File: config.mk
export PLATFORM = sky130hd
export DESIGN_NAME = interval_timer_tog
export DESIGN_NICKNAME = d
export VERILOG_FILES = /design/src/rtl/itmr_pkg.sv /design/src/rtl/itmr_regs.sv /design/src/rtl/itmr_counter.sv /design/src/rtl/itmr_flop.sv /design/src/rtl/interval_timer_tog.sv
export SDC_FILE = /design/constraint.sdc
export NUM_CORES = 1
export LEC_CHECK = 0
export ABC_CLOCK_PERIOD_IN_PS = 2310
export BUFFER_PORTS_ARGS = -buffer_cell sky130_fd_sc_hd__buf_4
export CAP_MARGIN = 20
export CORE_AREA = 10 10 61 63
export DETAILED_ROUTE_END_ITERATION = 6
export DIE_AREA = 0 0 71 73
export SYNTH_ARGS = -nofsm -noshare
export SYNTH_HDL_FRONTEND = slang
export SYNTH_SLANG_ARGS = --single-unit
export TNS_END_PERCENT = 5
File: constraint.sdc
create_clock -name clk -period 2.31 [get_ports clk]
set_clock_uncertainty 0.1 [all_clocks]
set_input_delay 0.3465 -clock clk [delete_from_list [all_inputs] [get_ports clk]]
set_output_delay 0.3465 -clock clk [all_outputs]
set_load 0.01 [all_outputs]
File: src/rtl/itmr_pkg.sv
package itmr_pkg;
  typedef enum logic [1:0] {
    CMD_INV = 2'b00,
    CMD_SET = 2'b01,
    CMD_CLR = 2'b10,
    CMD_NOP = 2'b11
  } tff_cmd_e;

  localparam int CTL_RUN  = 0;
  localparam int CTL_TEN  = 1;
  localparam int CTL_CMD  = 2;
  localparam int CTL_SEL  = 4;
  localparam int CTL_BITS = 5;

  typedef struct packed {
    logic pin_sel;
    logic tog_en;
    logic run;
  } ctl_t;
endpackage

File: src/rtl/itmr_regs.sv
module itmr_regs
  import itmr_pkg::*;
#(
  parameter int CNT_W = 8,
  parameter int DW    = 8
) (
  input  logic             clk,
  input  logic             rst,
  input  logic             wr_en,
  input  logic             wr_sel,
  input  logic [DW-1:0]    wr_data,
  output logic [CNT_W-1:0] cmp_q,
  output ctl_t             ctl_q,
  output logic             cmd_vld,
  output tff_cmd_e         cmd
);
  always_ff @(posedge clk) begin
    if (rst) begin
      cmp_q <= '0;
      ctl_q <= '0;
    end else if (wr_en) begin
      if (wr_sel) begin
        ctl_q.run     <= wr_data[CTL_RUN];
        ctl_q.tog_en  <= wr_data[CTL_TEN];
        ctl_q.pin_sel <= wr_data[CTL_SEL];
      end else begin
        cmp_q <= wr_data[CNT_W-1:0];
      end
    end
  end

  // command strobe is applied by the flip-flop on the write edge itself
  assign cmd_vld = wr_en & wr_sel;
  assign cmd     = tff_cmd_e'(wr_data[CTL_CMD+1:CTL_CMD]);
endmodule

File: src/rtl/itmr_counter.sv
module itmr_counter #(
  parameter int CNT_W = 8
) (
  input  logic             clk,
  input  logic             rst,
  input  logic             run,
  input  logic             tick,
  input  logic [CNT_W-1:0] cmp,
  output logic             match,
  output logic             irq
);
  logic [CNT_W-1:0] cnt_q;

  assign match = run & tick & (cnt_q == cmp);

  always_ff @(posedge clk) begin
    if (rst || !run) begin
      cnt_q <= '0;
      irq   <= 1'b0;
    end else begin
      irq <= match;
      if (match)     cnt_q <= '0;
      else if (tick) cnt_q <= cnt_q + 1'b1;
    end
  end


  match_clear_chk: assert property (@(posedge clk) disable iff (rst)
    match |=> (cnt_q == '0) && irq);

  idle_hold_chk: assert property (@(posedge clk) disable iff (rst)
    (run && !tick) |=> $stable(cnt_q));

  stop_zero_chk: assert property (@(posedge clk) disable iff (rst)
    !run |=> (cnt_q == '0) && !irq);

  irq_src_chk: assert property (@(posedge clk) disable iff (rst)
    irq |-> $past(match));
endmodule

File: src/rtl/itmr_flop.sv
module itmr_flop
  import itmr_pkg::*;
(
  input  logic     clk,
  input  logic     rst,
  input  logic     cmd_vld,
  input  tff_cmd_e cmd,
  input  logic     match,
  input  logic     tog_en,
  output logic     tff
);
  always_ff @(posedge clk) begin
    if (rst) begin
      tff <= 1'b0;
    end else if (cmd_vld && cmd != CMD_NOP) begin
      case (cmd)
        CMD_SET: tff <= 1'b1;
        CMD_CLR: tff <= 1'b0;
        default: tff <= ~tff;
      endcase
    end else if (match && tog_en) begin
      tff <= ~tff;
    end
  end


  sw_set_chk: assert property (@(posedge clk) disable iff (rst)
    (cmd_vld && cmd == CMD_SET) |=> tff);

  sw_clr_chk: assert property (@(posedge clk) disable iff (rst)
    (cmd_vld && cmd == CMD_CLR) |=> !tff);

  sw_inv_once_chk: assert property (@(posedge clk) disable iff (rst)
    (cmd_vld && cmd == CMD_INV) |=> tff != $past(tff));

  nop_hold_chk: assert property (@(posedge clk) disable iff (rst)
    (cmd_vld && cmd == CMD_NOP && !(match && tog_en)) |=> $stable(tff));

  no_toggle_chk: assert property (@(posedge clk) disable iff (rst)
    (!cmd_vld && !tog_en) |=> $stable(tff));

  match_toggle_chk: assert property (@(posedge clk) disable iff (rst)
    (!cmd_vld && match && tog_en) |=> tff != $past(tff));
endmodule

File: src/rtl/interval_timer_tog.sv
module interval_timer_tog
  import itmr_pkg::*;
#(
  parameter  int CNT_W = 8,
  localparam int DW    = (CNT_W > CTL_BITS) ? CNT_W : CTL_BITS
) (
  input  logic          clk,
  input  logic          rst,
  input  logic          tick,
  input  logic          wr_en,
  input  logic          wr_sel,
  input  logic [DW-1:0] wr_data,
  input  logic          port_dout,
  output logic          irq,
  output logic          tmr_pin
);
  logic [CNT_W-1:0] cmp_q;
  ctl_t             ctl_q;
  logic             cmd_vld;
  tff_cmd_e         cmd;
  logic             match;
  logic             tff;

  itmr_regs #(.CNT_W(CNT_W), .DW(DW)) u_regs (
    .clk(clk), .rst(rst), .wr_en(wr_en), .wr_sel(wr_sel), .wr_data(wr_data),
    .cmp_q(cmp_q), .ctl_q(ctl_q), .cmd_vld(cmd_vld), .cmd(cmd)
  );

  itmr_counter #(.CNT_W(CNT_W)) u_cnt (
    .clk(clk), .rst(rst), .run(ctl_q.run), .tick(tick), .cmp(cmp_q),
    .match(match), .irq(irq)
  );

  itmr_flop u_tff (
    .clk(clk), .rst(rst), .cmd_vld(cmd_vld), .cmd(cmd), .match(match),
    .tog_en(ctl_q.tog_en), .tff(tff)
  );

  always_ff @(posedge clk) begin
    if (rst) tmr_pin <= 1'b0;
    else     tmr_pin <= ctl_q.pin_sel ? tff : port_dout;
  end


  pin_mux_chk: assert property (@(posedge clk) disable iff (rst)
    !$past(rst) |-> tmr_pin == $past(ctl_q.pin_sel ? tff : port_dout));
endmodule

### After elaboration in Yosys (flattened, before gate mapping)

Cells that the tools add are included.
W data, S select, Z words.

* reductions and logical operators: 8
* multiply operators: 0
* $lt $le $gt $ge: 0
* divide/modulo/power cells: 0
* muxes and demuxes: 4
* add/subtract/negate cells: 1
* bitwise operators: 5
* equal/unequal tests: 4
* shift operators: 0

Operators with widths (count)
* $add A8 B1 Y8 const B: 1
* $eq A8 B8 Y1: 1
* $reduce_and A2 Y1: 2
* $and A1 B1 Y1: 3
* $mux W1: 3
* $eq A2 B1 Y1 const B: 1
* $eq A2 B2 Y1 const B: 1
* $logic_and A1 B1 Y1: 2
* $ne A2 B2 Y1 const B: 1
* $not A1 Y1: 2
* $pmux W1 S2: 1
* $reduce_bool A2 Y1: 1
* $reduce_or A2 Y1: 1
* $logic_not A1 Y1: 1
* $logic_or A1 B1 Y1: 1

* RAM bits: 0
* memories kept: 0
* bits in registers: 22
* ROM bits: 0
* latch bits: 0
* logic and storage cells: 30

### Depth between registers and ports, before layout

* depth after elaboration: 5
* mapped depth: 5
* mapped depth without buffers: 5

### Cells and area by module

A second synthesis with hierarchy kept.

* cells, all modules: 113
* area, all modules: 1123.6 µm²

Modules (own cells, without submodules)
* itmr_regs: cells each 48, area an instance 496.7 µm², instances 1
* itmr_counter: cells each 51, area an instance 473.0 µm², instances 1
* itmr_flop: cells each 11, area an instance 120.1 µm², instances 1
* interval_timer_tog: cells each 3, area an instance 33.8 µm², instances 1

### Worst setup path before layout

No wires, ideal clock.

* kind: input port to flip-flop
* from: input port wr_data[2]
* to: register u_tff.tff
* buffers on the path: 0
* arrival: 1.266 ns
* path slack: 0.859 ns
* cell stages on the path: 5
* cell sequence: ha_1 > o21a_1 > and4b_1 > a211o_2 > o31ai_2

* word-level cells in the longest chain between the ends: 3
* elaborated cells between the ends (all ways): 7
* those cells by class: eq/ne: 3; mux: 2; reduce/logical: 2

Ends and longest elaborated chain
* from (decl): line interval_timer_tog.sv:12 `input logic [DW-1:0] wr_data,`
* $eq A2 B2 Y1, or another cell as far along: line itmr_flop.sv:16 `case (cmd)`
* $pmux W1 S2 or $logic_and A1 B1 Y1 (tied branches): line itmr_flop.sv:16, itmr_flop.sv:15
* $mux W1 or $reduce_bool A2 Y1 (tied branches)
* to (signal assigned): line itmr_flop.sv:19 `default: tff <= ~tff;`
* to (signal assigned): line itmr_flop.sv:22 `tff <= ~tff;`
* to (decl): line itmr_flop.sv:10 `output logic tff`

Several ways; a longest one is shown, not always the timed one.
A chain may end at the register's enable or synchronous reset.

### Final worst setup path

* from: register u_cnt.cnt_q[1]
* to: register u_cnt.cnt_q[6]

* word-level cells in the longest chain between the ends: 3
* elaborated cells between the ends (all ways): 4
* those cells by class: add/sub: 1; eq/ne: 1; bitwise: 1; reduce/logical: 1

Ends and longest elaborated chain
* from (decl): line itmr_counter.sv:12 `logic [CNT_W-1:0] cnt_q;`
* from (signal assigned): line itmr_counter.sv:23 `else if (tick) cnt_q <= cnt_q + 1'b1;`
* parallel branches: the longest is 3 deep, another holds $add A8 B1 Y8

Parallel ways; which one is timed is not known.

==> impl_metrics.env <==
export IMPL_status="finished clean"
export IMPL_finalCriticalPeriod_ps=1497
export IMPL_synthFlopType="dfxtp_1"
export IMPL_p_leak_uw=0.0004847
export IMPL_rsz0062_at_grt="no"
export IMPL_synth_area_top_cells="dfxtp_1, xor2_1, nand2_1"
export IMPL_cts_root_buf="clkbuf_4"
export IMPL_yosysWarnings=0
export IMPL_die_w_um=71
export IMPL_tightest_slew_ps=261.3
export IMPL_cp_max_fo=8
export IMPL_grt_pass1_vias=789
export IMPL_netlist_instances=113
export IMPL_ys_types=27
export IMPL_endpoint_kind="register"
export IMPL_drc=0
export IMPL_crit_family="simple AND/OR/NAND/NOR gates"
export IMPL_drv_slew=0
export IMPL_globalplace_congestion=0.7439
export IMPL_clockPowerShare=0.308
export IMPL_finalCritPeriodShare=0.6479
export IMPL_post_dp_hpwl_um=1544
export IMPL_irDropWorstVdd_mv=0.2667
export IMPL_track_usage=0.07658
export IMPL_wl_per_cell_um=11.99
export IMPL_rows=19
export IMPL_worst_path_max_delay_cell="dfxtp_1"
export IMPL_max_freq_mhz=668.2
export IMPL_placed_area_sq_um=1135
export IMPL_cap_violations=0
export IMPL_core_area_sq_um=2615
export IMPL_ctsLongestPathBuffers=2
export IMPL_synth_seq_cells=22
export IMPL_num_antenna_cells=0
export IMPL_ff2ff_path_depth=5
export IMPL_die_y_um=73
export IMPL_tns_ps=0
export IMPL_cts_tree="yes"
export IMPL_critPathLaunchType="register"
export IMPL_fin_hold_ws_ps=169.8
export IMPL_avgViaCountPerCell=4.931
export IMPL_clk_insertion_delay_late_ps=300
export IMPL_dr_first_iter_drc_count=48
export IMPL_post_cts_buffers=0
export IMPL_reg2reg_slack_ps=810
export IMPL_drive_above_1_share=0.2016
export IMPL_synth_nets=130
export IMPL_nets=147
export IMPL_cts_sinks=22
export IMPL_firstDrtPassIters=4
export IMPL_h_tree_depth=1
export IMPL_area_delta_synth_final_pct=17.74
export IMPL_synthesis_area_sq_um=994.7
export IMPL_clk_pin_slew_worst_paths_ps=130
export IMPL_postRouteWirelength_um=1918
export IMPL_timing_rr_start="u_cnt.cnt_q[1]"
export IMPL_syn_area_per_cell_sq_um=8.803
export IMPL_grt_pass1_wl_um=3318
export IMPL_totalPowerFinal_uw=677.2
export IMPL_timing_slew_headroom=0.8244
export IMPL_crit_chain="xor2_1 -> nor4_2 -> nand4_1 -> nand3b_2 -> nor2_1"
export IMPL_hp_start="port_dout"
export IMPL_power_internal_uw=522.3
export IMPL_gr_total_overflow=0
export IMPL_hold_buffers=0
export IMPL_via_count=789
export IMPL_p_comb_frac=0.103
export IMPL_antenna_found_initial=0
export IMPL_synth_most_common_cell="nand2_1"
export IMPL_r2r_end="u_cnt.cnt_q[6]"
export IMPL_p_per_area_nw_per_um2=578.2
export IMPL_whs_path_depth=3
export IMPL_p_switching_uw=154.9
export IMPL_grt_max_degree=17
export IMPL_synth_top_area_cell="dfxtp_1"
export IMPL_max_stage_delay_ps=370
export IMPL_cp_data_required_time_ps=2400
export IMPL_ctsResizeCount=0
export IMPL_p_seq_frac=0.589
export IMPL_report_final_setup_viol=0
export IMPL_numCtsBuffers=3
export IMPL_cp_num_buf_inv=0
export IMPL_hold_violations=0
export IMPL_critPathKind="reg -> reg"
export IMPL_hp_class="in -> reg"
export IMPL_fp_dieArea_sq_um=5183
export IMPL_arrival_ps=1590
export IMPL_ys_async_sr_fraction=0
export IMPL_io_buffer_count=15
export IMPL_synth_top_cell_area_share=0.4428
export IMPL_boundaryPins=16
export IMPL_start_util=0.3804
export IMPL_ys_seq_area_frac=0.4428
export IMPL_synth_edff_count=0
export IMPL_design_area_sq_um=1171
export IMPL_switching_share=0.2288
export IMPL_min_to="tmr_pin"
export IMPL_synthTopCellsByCount="nand2_1, dfxtp_1, a21oi_1, xor2_1, nor2_1"
export IMPL_final_antenna_net_count=0
worst register-to-register path, delay by kind of cell (launching register included):
family	cells	cell delay (ps)
DFF	1	370
xor gates and xnor gates	1	160
and+or+nand+nor	4	770
layout by cell type, fill, tap and decap left out:
cell	instances
nand2_1	23
dfxtp_1	22
buf_4	15
a21oi_1	12
xor2_1	11
nor2_1	10
xnor2_1	4
nand3_1	4
nand4_1	3
ha_1	3
clkbuf_4	3
mux2i_1	2
inv_1	1
nor4_2	1
nor3_1	1
nor3b_1	1
nand2_2	1
o21a_1	1
and4b_1	1
o21ai_0	1
nand3b_1	1
a211o_2	1
o31ai_2	1
nand3b_2	1
and3_1	1
and4_1	1
and2b_2	1
or2b_2	1
clkbuf_8	1
sequential cells by signal, summed over array words and instances (netlist names):
signal,flops
tmr_pin,1
u_cnt.cnt_q,8
u_cnt.irq,1
u_regs.cmp_q,8
u_regs.ctl_q,3
u_tff.tff,1
routing by layer:
layer | GRT usage | part of all wire | vias to the layer above
li1 | - | - | 418
met1 | 0.08799 | 0.47 | 358
met2 | 0.1345 | 0.48 | 11
met3 | 0.01497 | 0.027 | 2
met4 | 0.03226 | 0.017 | 0
met5 | 0 | 0 | -
cell families (layout without fill, tap and decap cells):
family	Yosys count	in the layout	share of synthesized area
xor gates and xnor gates	15	15	0.1321
muxes	2	2	0.02013
adders and majority gates	3	3	0.03774
and+or+nand+nor	51	51	0.2566
buffers and inverters	4	20	0.01509
AOI/OAI and AO/OA	16	16	0.09560
DFF	22	22	0.4428
power by group through the flow:
stage / Clock (uW) / Combinational [uW] / Sequential [uW]
after floorplan: 0 / 38.2 / 406
after global placement: 0 / 69.5 / 407
after detailed placement: 0 / 70.9 / 408
after CTS: 217 / 71.0 / 399
after global routing: 230 / 79.7 / 401
final: 208 / 69.9 / 399
worst max-delay path by stage:
stage	slack (ps)	depth (start not counted)	endpoint	from
after detailed placement	680	6	u_tff.tff	wr_data[2]
after floorplan	860	5	u_tff.tff	wr_data[2]
after global placement	720	6	u_tff.tff	wr_data[2]
after CTS	790	5	u_cnt.cnt_q[6]	u_cnt.cnt_q[1]
after global routing	700	5	u_cnt.cnt_q[7]	u_cnt.cnt_q[2]
final	810	5	u_cnt.cnt_q[6]	u_cnt.cnt_q[1]
metrics by stage:
| stage | setup WS (ps) | cells | utilization |
|---|---|---|---|
| 6_report | 813.4 | 160 | 0.4478 |
| 5_1_grt | 697.2 | 160 | 0.4478 |
| 4_1_cts | 788.4 | 160 | 0.4478 |
| 3_5_place_dp | 684.7 | 156 | 0.4340 |
| 3_3_place_gp | 716.3 | 156 | 0.4340 |
| 2_1_floorplan | 859.5 | 113 | - |
cell type report:
type                       count  area (sq um)
clock buffer                   4         36.28
tap                           31         38.79
fill                         279          1444
timing repair buffer          15         112.6
multi-input combinational     87         539.3
inverter                       1         3.754
sequential                    22         440.4
Power figures use the tool's default switching activity.
